--- src/rtl/pwm_dma_feed.sv ---
module pwm_dma_feed #(
  parameter int NCH = 4,
  parameter int CW  = 16,
  parameter int AW  = 32,
  parameter int FW  = 16
) (
  input  logic            clk,
  input  logic            rst_n,
  input  logic [CW-1:0]   period_len,
  input  logic [AW-1:0]   base_addr,
  input  logic [FW-1:0]   frame_count,
  output logic            rd_req,
  output logic [AW-1:0]   rd_addr,
  input  logic            rd_gnt,
  input  logic            rd_valid,
  input  logic [2*CW-1:0] rd_data,
  output logic [NCH-1:0]  pwm_out,
  output logic            stale
);
  localparam int W  = NCH / 2;
  localparam int IW = (W > 1) ? $clog2(W) : 1;

  logic [CW-1:0] cnt;
  logic [CW-1:0] act [NCH];
  logic [CW-1:0] shd [NCH];
  logic [IW-1:0] widx;
  logic [FW-1:0] frame;
  logic          fetching, waiting, full;
  logic [NCH*CW-1:0] act_flat;

  wire tick       = ((CW+1)'(cnt) + 1'b1) >= (CW+1)'(period_len);
  wire last_frame = ((FW+1)'(frame) + 1'b1) >= (FW+1)'(frame_count);
  wire last_word  = (widx == IW'(W - 1));
  wire commit     = tick && full;
  wire land       = waiting && rd_valid;

  assign rd_req  = fetching && !waiting;
  assign rd_addr = base_addr + AW'((32'(frame) * W + 32'(widx)) * 4);

  always_ff @(posedge clk) begin
    if (!rst_n) begin
      cnt      <= '0;
      widx     <= '0;
      frame    <= '0;
      fetching <= 1'b1;
      waiting  <= 1'b0;
      full     <= 1'b0;
      stale    <= 1'b0;
    end else begin
      cnt   <= tick ? '0 : cnt + 1'b1;
      stale <= tick && !full;
      if (rd_req && rd_gnt) waiting <= 1'b1;
      if (land) begin
        waiting <= 1'b0;
        if (last_word) begin
          fetching <= 1'b0;
          full     <= 1'b1;
          widx     <= '0;
        end else begin
          widx <= widx + 1'b1;
        end
      end
      if (commit) begin
        full     <= 1'b0;
        fetching <= 1'b1;
        widx     <= '0;
        frame    <= last_frame ? '0 : frame + 1'b1;
      end
    end
  end

  always_ff @(posedge clk) begin
    if (!rst_n) begin
      for (int i = 0; i < NCH; i++) begin
        act[i] <= '0;
        shd[i] <= '0;
      end
    end else begin
      if (commit)
        for (int i = 0; i < NCH; i++) act[i] <= shd[i];
      if (land)
        for (int k = 0; k < W; k++)
          if (widx == IW'(k)) begin
            shd[2*k]   <= rd_data[CW-1:0];
            shd[2*k+1] <= rd_data[2*CW-1:CW];
          end
    end
  end

  for (genvar i = 0; i < NCH; i++) begin : g_ch
    assign pwm_out[i] = cnt < act[i];
    assign act_flat[i*CW +: CW] = act[i];
  end

  a_r6_hold_request: assert property (@(posedge clk) disable iff (!rst_n)
    rd_req && !rd_gnt |=> rd_req && $stable(rd_addr));

  a_r6_one_outstanding: assert property (@(posedge clk) disable iff (!rst_n)
    rd_req && rd_gnt |=> !rd_req);

  a_r7_quiet_midperiod: assert property (@(posedge clk) disable iff (!rst_n)
    cnt != '0 |-> $stable(act_flat));

  a_r4_refetch_on_load: assert property (@(posedge clk) disable iff (!rst_n)
    !$stable(act_flat) |-> rd_req);

  a_r8_single_pulse: assert property (@(posedge clk) disable iff (!rst_n)
    stale && period_len > 1 |=> !stale);

  a_r8_at_period_start: assert property (@(posedge clk) disable iff (!rst_n)
    stale |-> cnt == '0 && $stable(act_flat));
endmodule

--- config.mk ---
export PLATFORM = sky130hd
export DESIGN_NAME = pwm_dma_feed
export DESIGN_NICKNAME = d
export VERILOG_FILES = /design/src/rtl/pwm_dma_feed.sv
export SDC_FILE = /design/constraint.sdc
export NUM_CORES = 1
export LEC_CHECK = 0
export BUFFER_PORTS_ARGS = -buffer_cell sky130_fd_sc_hd__buf_2
export CORE_MARGIN = 4
export CORE_UTILIZATION = 45
export CTS_CLUSTER_DIAMETER = 50
export DETAILED_ROUTE_END_ITERATION = 12
export PLACE_DENSITY = 0.75
export SLEW_MARGIN = 40
export SYNTH_ARGS = -nofsm -noshare
export SYNTH_HDL_FRONTEND = slang
export SYNTH_SLANG_ARGS = --single-unit
--- constraint.sdc ---
create_clock -name clk -period 13.7 [get_ports clk]
set_input_delay 0.685 -clock clk [delete_from_list [all_inputs] [get_ports clk]]
set_output_delay 0.685 -clock clk [all_outputs]
set_load 0.05 [all_outputs]
==> parameters.txt <==
Parameter                              Value

Power and ir drop
  Leakage power    0.00545 uW
  Clock share of power    42.4%
  Part of the power in combinational logic    8.7%
  Power per standard cell area    100 nW/um^2
  VDD IR-drop max    0.0000908 V
  Part of the total power dissipated in sequential elements    48.9%
  Net switching fraction of the power    23.5%
  Cell-internal power    879 uW
  Net switching power    270 uW

STA
  Part of the cycle the worst path needs    30.7%
  Relative max-transition margin    55.0%
  Shortest period the worst path allows    4.21 ns
  Setup TNS    0 ns
  Number of pins exceeding their max-slew limit in the final report    0
  RSZ-0062 raised after global routing    false
  Achievable clock frequency    238 MHz
  Endpoints failing hold    0
  Worst clock skew    0.00652 ns
  Slew at the pin closest to its max-slew limit    0.675 ns
  Setup violations, final    0

Synthesis
  Share of synthesized registers carrying an async set or reset    0%
  Synth cell types    56
  Synthesis-stage register bit count    165
  Cell Area, Synth    9850 um^2
  Number of standard cells after synthesis    946
  Syn avg cell area    10.4 um^2
  Most used flip-flop cell after synthesis    sky130_fd_sc_hd__edfxtp_1
  Number of nets produced by synthesis    1158
  Register area share after synthesis    46.5%
  Post-synth EDFFs    128
  Synthesis Warnings    0

Global route
  Largest net degree at the start of global routing    68
  Global route overflow    0
  Antenna violations before repair    0
  Via count of the first global-routing pass    7252
  Overall Global Routing Usage    17.9%
  Wire length of the first global-routing pass    34900 um

Drt
  Post-route DRC violation count    0
  Final wirelength    21600 um
  Number of vias per cell after detailed routing    5.33
  Iter 0 DRT Violations    389
  WL/cell    15.9 um
  Total via count after detailed routing    7267
  Final antenna-violating net count    0
  Number of iterations in the first detailed-routing pass    5

Place
  Estimated wirelength of the detail-placed design    15900 um
  Final weighted congestion of routability-driven global placement    0.835
  Input/output buffers    133

Worst setup path
  Setup slack, reg-to-reg    9.70 ns
  Endpoint type of the worst setup path    primary output
  Chain of cells forming the critical path    ha_1 > inv_1 > fa_1 > nor2b_1 > o211ai_1 > a31oi_1 > o21ai_1 > o31ai_2 > nand3_1 > xnor2_1 > buf_2
  Setup crit start kind    register
  Maximum fanout encountered on the critical timing path    6
  Crit-path slowest cell    sky130_fd_sc_hd__dfxtp_1
  CP required    13.02 ns
  Worst-case reg-to-reg path depth    14
  Data arrival, critical path    3.53 ns
  Type of the worst setup path    reg -> out
  Stage delay of the slowest cell on the critical path    0.48 ns

Final layout
  Total number of nets in the final design    1287
  Number of fill cells    1836
  Share of post-route cells with drive strength above 1    17.7%
  Antenna diodes    0
  Utilization after layout    53.8%
  Area Growth Syn to Fin    16.1%

Floorplanning
  Die outline area    24300 um^2
  Area of the core region    21300 um^2
  Total I/O pin count    138
  # rows    53
  Starting Density    46.3%
  Height of the die    156 um
  Die outline width    156 um

Clock network
  Clock tree sinks    165
  TritonCTS clock tree    done
  Post_cts resized    0
  Clock-pin transition on the worst setup and hold timing paths    0.06 ns
  Clock root buffer    sky130_fd_sc_hd__clkbuf_16
  Clk Latency, worst-skew pair    0.43 ns
  CTS hold repair buffers    0
  CTS H-Tree Depth    4
  Clock buffers created by TritonCTS    17
  Setup repair bufs after CTS    0
  Buffers from clock root to sink, at most    2

Job
  Reported max-cap violation count    0

Min path
  Depth of the worst hold-timing path    1
  Path type of the worst min-delay path    reg -> reg

Status
  Outcome    finished clean
-- layout make-up --
class / instances / area, um^2 / area share, %
Clock inverter: 14 / 176 / 1.54
Timing Repair Buffer: 141 / 737 / 6.44
Inverter: 104 / 390 / 3.41
Tap cell: 275 / 344 / 3.01
Sequential cell: 165 / 4590 / 40.1
Clock buffer: 18 / 429 / 3.75
Multi-Input combinational cell: 646 / 4780 / 41.8
-- worst max-delay path, delay by kind of cell, from the launching register on --
kind | cells | cell delay (ns)
buffers and inverters | 2 | 0.35
AO/OA/AOI/OAI | 4 | 1.10
flip-flops | 1 | 0.48
AND/OR/NAND/NOR | 2 | 0.35
XOR/XNOR | 1 | 0.17
adder cells (fa/ha/maj) | 2 | 0.64
-- sequential cells by signal (all words and copies together) (netlist names) --
signal / cells
act: 64
cnt: 16
fetching: 1
frame: 16
full: 1
last_word: 1
shd: 64
stale: 1
waiting: 1
-- logic make-up after synthesis --
logic type / Yosys count / share of synthesized area [%]
AOI/OAI and AO/OA: 141 / 9.98
xor gates and xnor gates: 53 / 4.71
adders and majority gates: 112 / 14.3
buffers and inverters: 135 / 5.28
DFF: 165 / 46.5
muxes: 1 / 0.102
and+or+nand+nor: 339 / 19.1
-- stage by stage --
step,setup slack (ns),std cells,instance area [um^2],hold slack (ns),total power [uW]
floorplan,9.16,946,9850,0.419,636
global placement,9.60,1329,10800,0.442,669
detailed placement,9.59,1331,10800,0.457,673
CTS,9.45,1363,11400,0.472,1160
global route,9.24,1363,11400,0.492,1190
finish,9.49,1363,11400,0.465,1150
-- final timing paths --
path | startpoint | endpoint
min reg2reg | fetching | fetching
max | last_word | rd_addr[26]
max reg2reg | cnt[1] | act[3][14]
min | fetching | fetching
-- power groups by stage --
stage	sequential (uW)	clock [uW]	combinational, uW
after detailed placement	573	0	99.6
after CTS	562	494	100
after global placement	572	0	96.8
after floorplan	571	0	64.8
after global routing	563	512	110
final	562	487	99.4
-- metal layers --
metal	track usage [%]	share of wire [%]
met5	0	0
met1	21.8	42
met4	7.42	3.0
met3	3.25	5.6
met2	31.4	49
-- placed cells by master, fill, tap and decap left out, types with 3 or more instances in the layout --
master | netlist | final
sky130_fd_sc_hd__and3_1 | 88 | 88
sky130_fd_sc_hd__edfxtp_1 | 128 | 128
sky130_fd_sc_hd__nand2b_1 | 9 | 9
sky130_fd_sc_hd__a21oi_1 | 38 | 38
sky130_fd_sc_hd__xor2_1 | 16 | 16
sky130_fd_sc_hd__nand4_1 | 24 | 24
sky130_fd_sc_hd__inv_1 | 103 | 103
sky130_fd_sc_hd__clkbuf_16 | 0 | 17
sky130_fd_sc_hd__nor2_1 | 41 | 38
sky130_fd_sc_hd__o21ai_0 | 19 | 18
sky130_fd_sc_hd__buf_4 | 3 | 5
sky130_fd_sc_hd__nand2_1 | 41 | 39
sky130_fd_sc_hd__clkinvlp_4 | 0 | 3
sky130_fd_sc_hd__or3_1 | 4 | 4
sky130_fd_sc_hd__o21a_1 | 5 | 5
sky130_fd_sc_hd__nor3_1 | 8 | 7
sky130_fd_sc_hd__o22ai_1 | 4 | 4
sky130_fd_sc_hd__bufinv_16 | 0 | 3
sky130_fd_sc_hd__o211ai_1 | 7 | 7
sky130_fd_sc_hd__a31o_2 | 5 | 5
sky130_fd_sc_hd__ha_1 | 111 | 111
sky130_fd_sc_hd__xnor2_1 | 37 | 37
sky130_fd_sc_hd__clkinv_4 | 0 | 3
sky130_fd_sc_hd__nor2_2 | 0 | 3
sky130_fd_sc_hd__nand3_1 | 36 | 36
sky130_fd_sc_hd__a22oi_1 | 3 | 3
sky130_fd_sc_hd__o2111ai_1 | 4 | 4
sky130_fd_sc_hd__and4_1 | 3 | 3
sky130_fd_sc_hd__buf_2 | 2 | 133
sky130_fd_sc_hd__and2_1 | 65 | 65
sky130_fd_sc_hd__a211oi_1 | 6 | 6
sky130_fd_sc_hd__o21ai_1 | 3 | 3
sky130_fd_sc_hd__nor2b_1 | 15 | 15
sky130_fd_sc_hd__buf_6 | 0 | 3
sky130_fd_sc_hd__a21o_1 | 23 | 23
sky130_fd_sc_hd__dfxtp_1 | 37 | 36
sky130_fd_sc_hd__a31oi_1 | 7 | 7
-- cell usage after synthesis (all sizes together), types with 2 or more instances --
master | number | area share (%)
edfxtp | 128 | 39
ha | 111 | 14
inv | 103 | 3.9
and3 | 88 | 5.6
and2 | 65 | 4.1
nand2 | 41 | 1.6
nor2 | 41 | 1.6
a21oi | 38 | 1.9
dfxtp | 37 | 7.5
xnor2 | 37 | 3.3
nand3 | 36 | 1.8
clkbuf | 25 | 0.95
nand4 | 24 | 1.5
a21o | 23 | 1.8
o21ai | 23 | 1.2
nor2b | 16 | 1.1
xor2 | 16 | 1.4
nand2b | 9 | 0.57
nor3 | 8 | 0.41
o211ai | 8 | 0.75
a211oi | 7 | 0.58
a31oi | 7 | 0.44
buf | 6 | 0.37
a31o | 5 | 0.44
o21a | 5 | 0.38
and4 | 4 | 0.38
o2111ai | 4 | 0.36
o22ai | 4 | 0.25
or3 | 4 | 0.25
a22oi | 3 | 0.23
a32oi | 2 | 0.18
o31ai | 2 | 0.25
No activity file was read; power rests on OpenSTA's default activity.
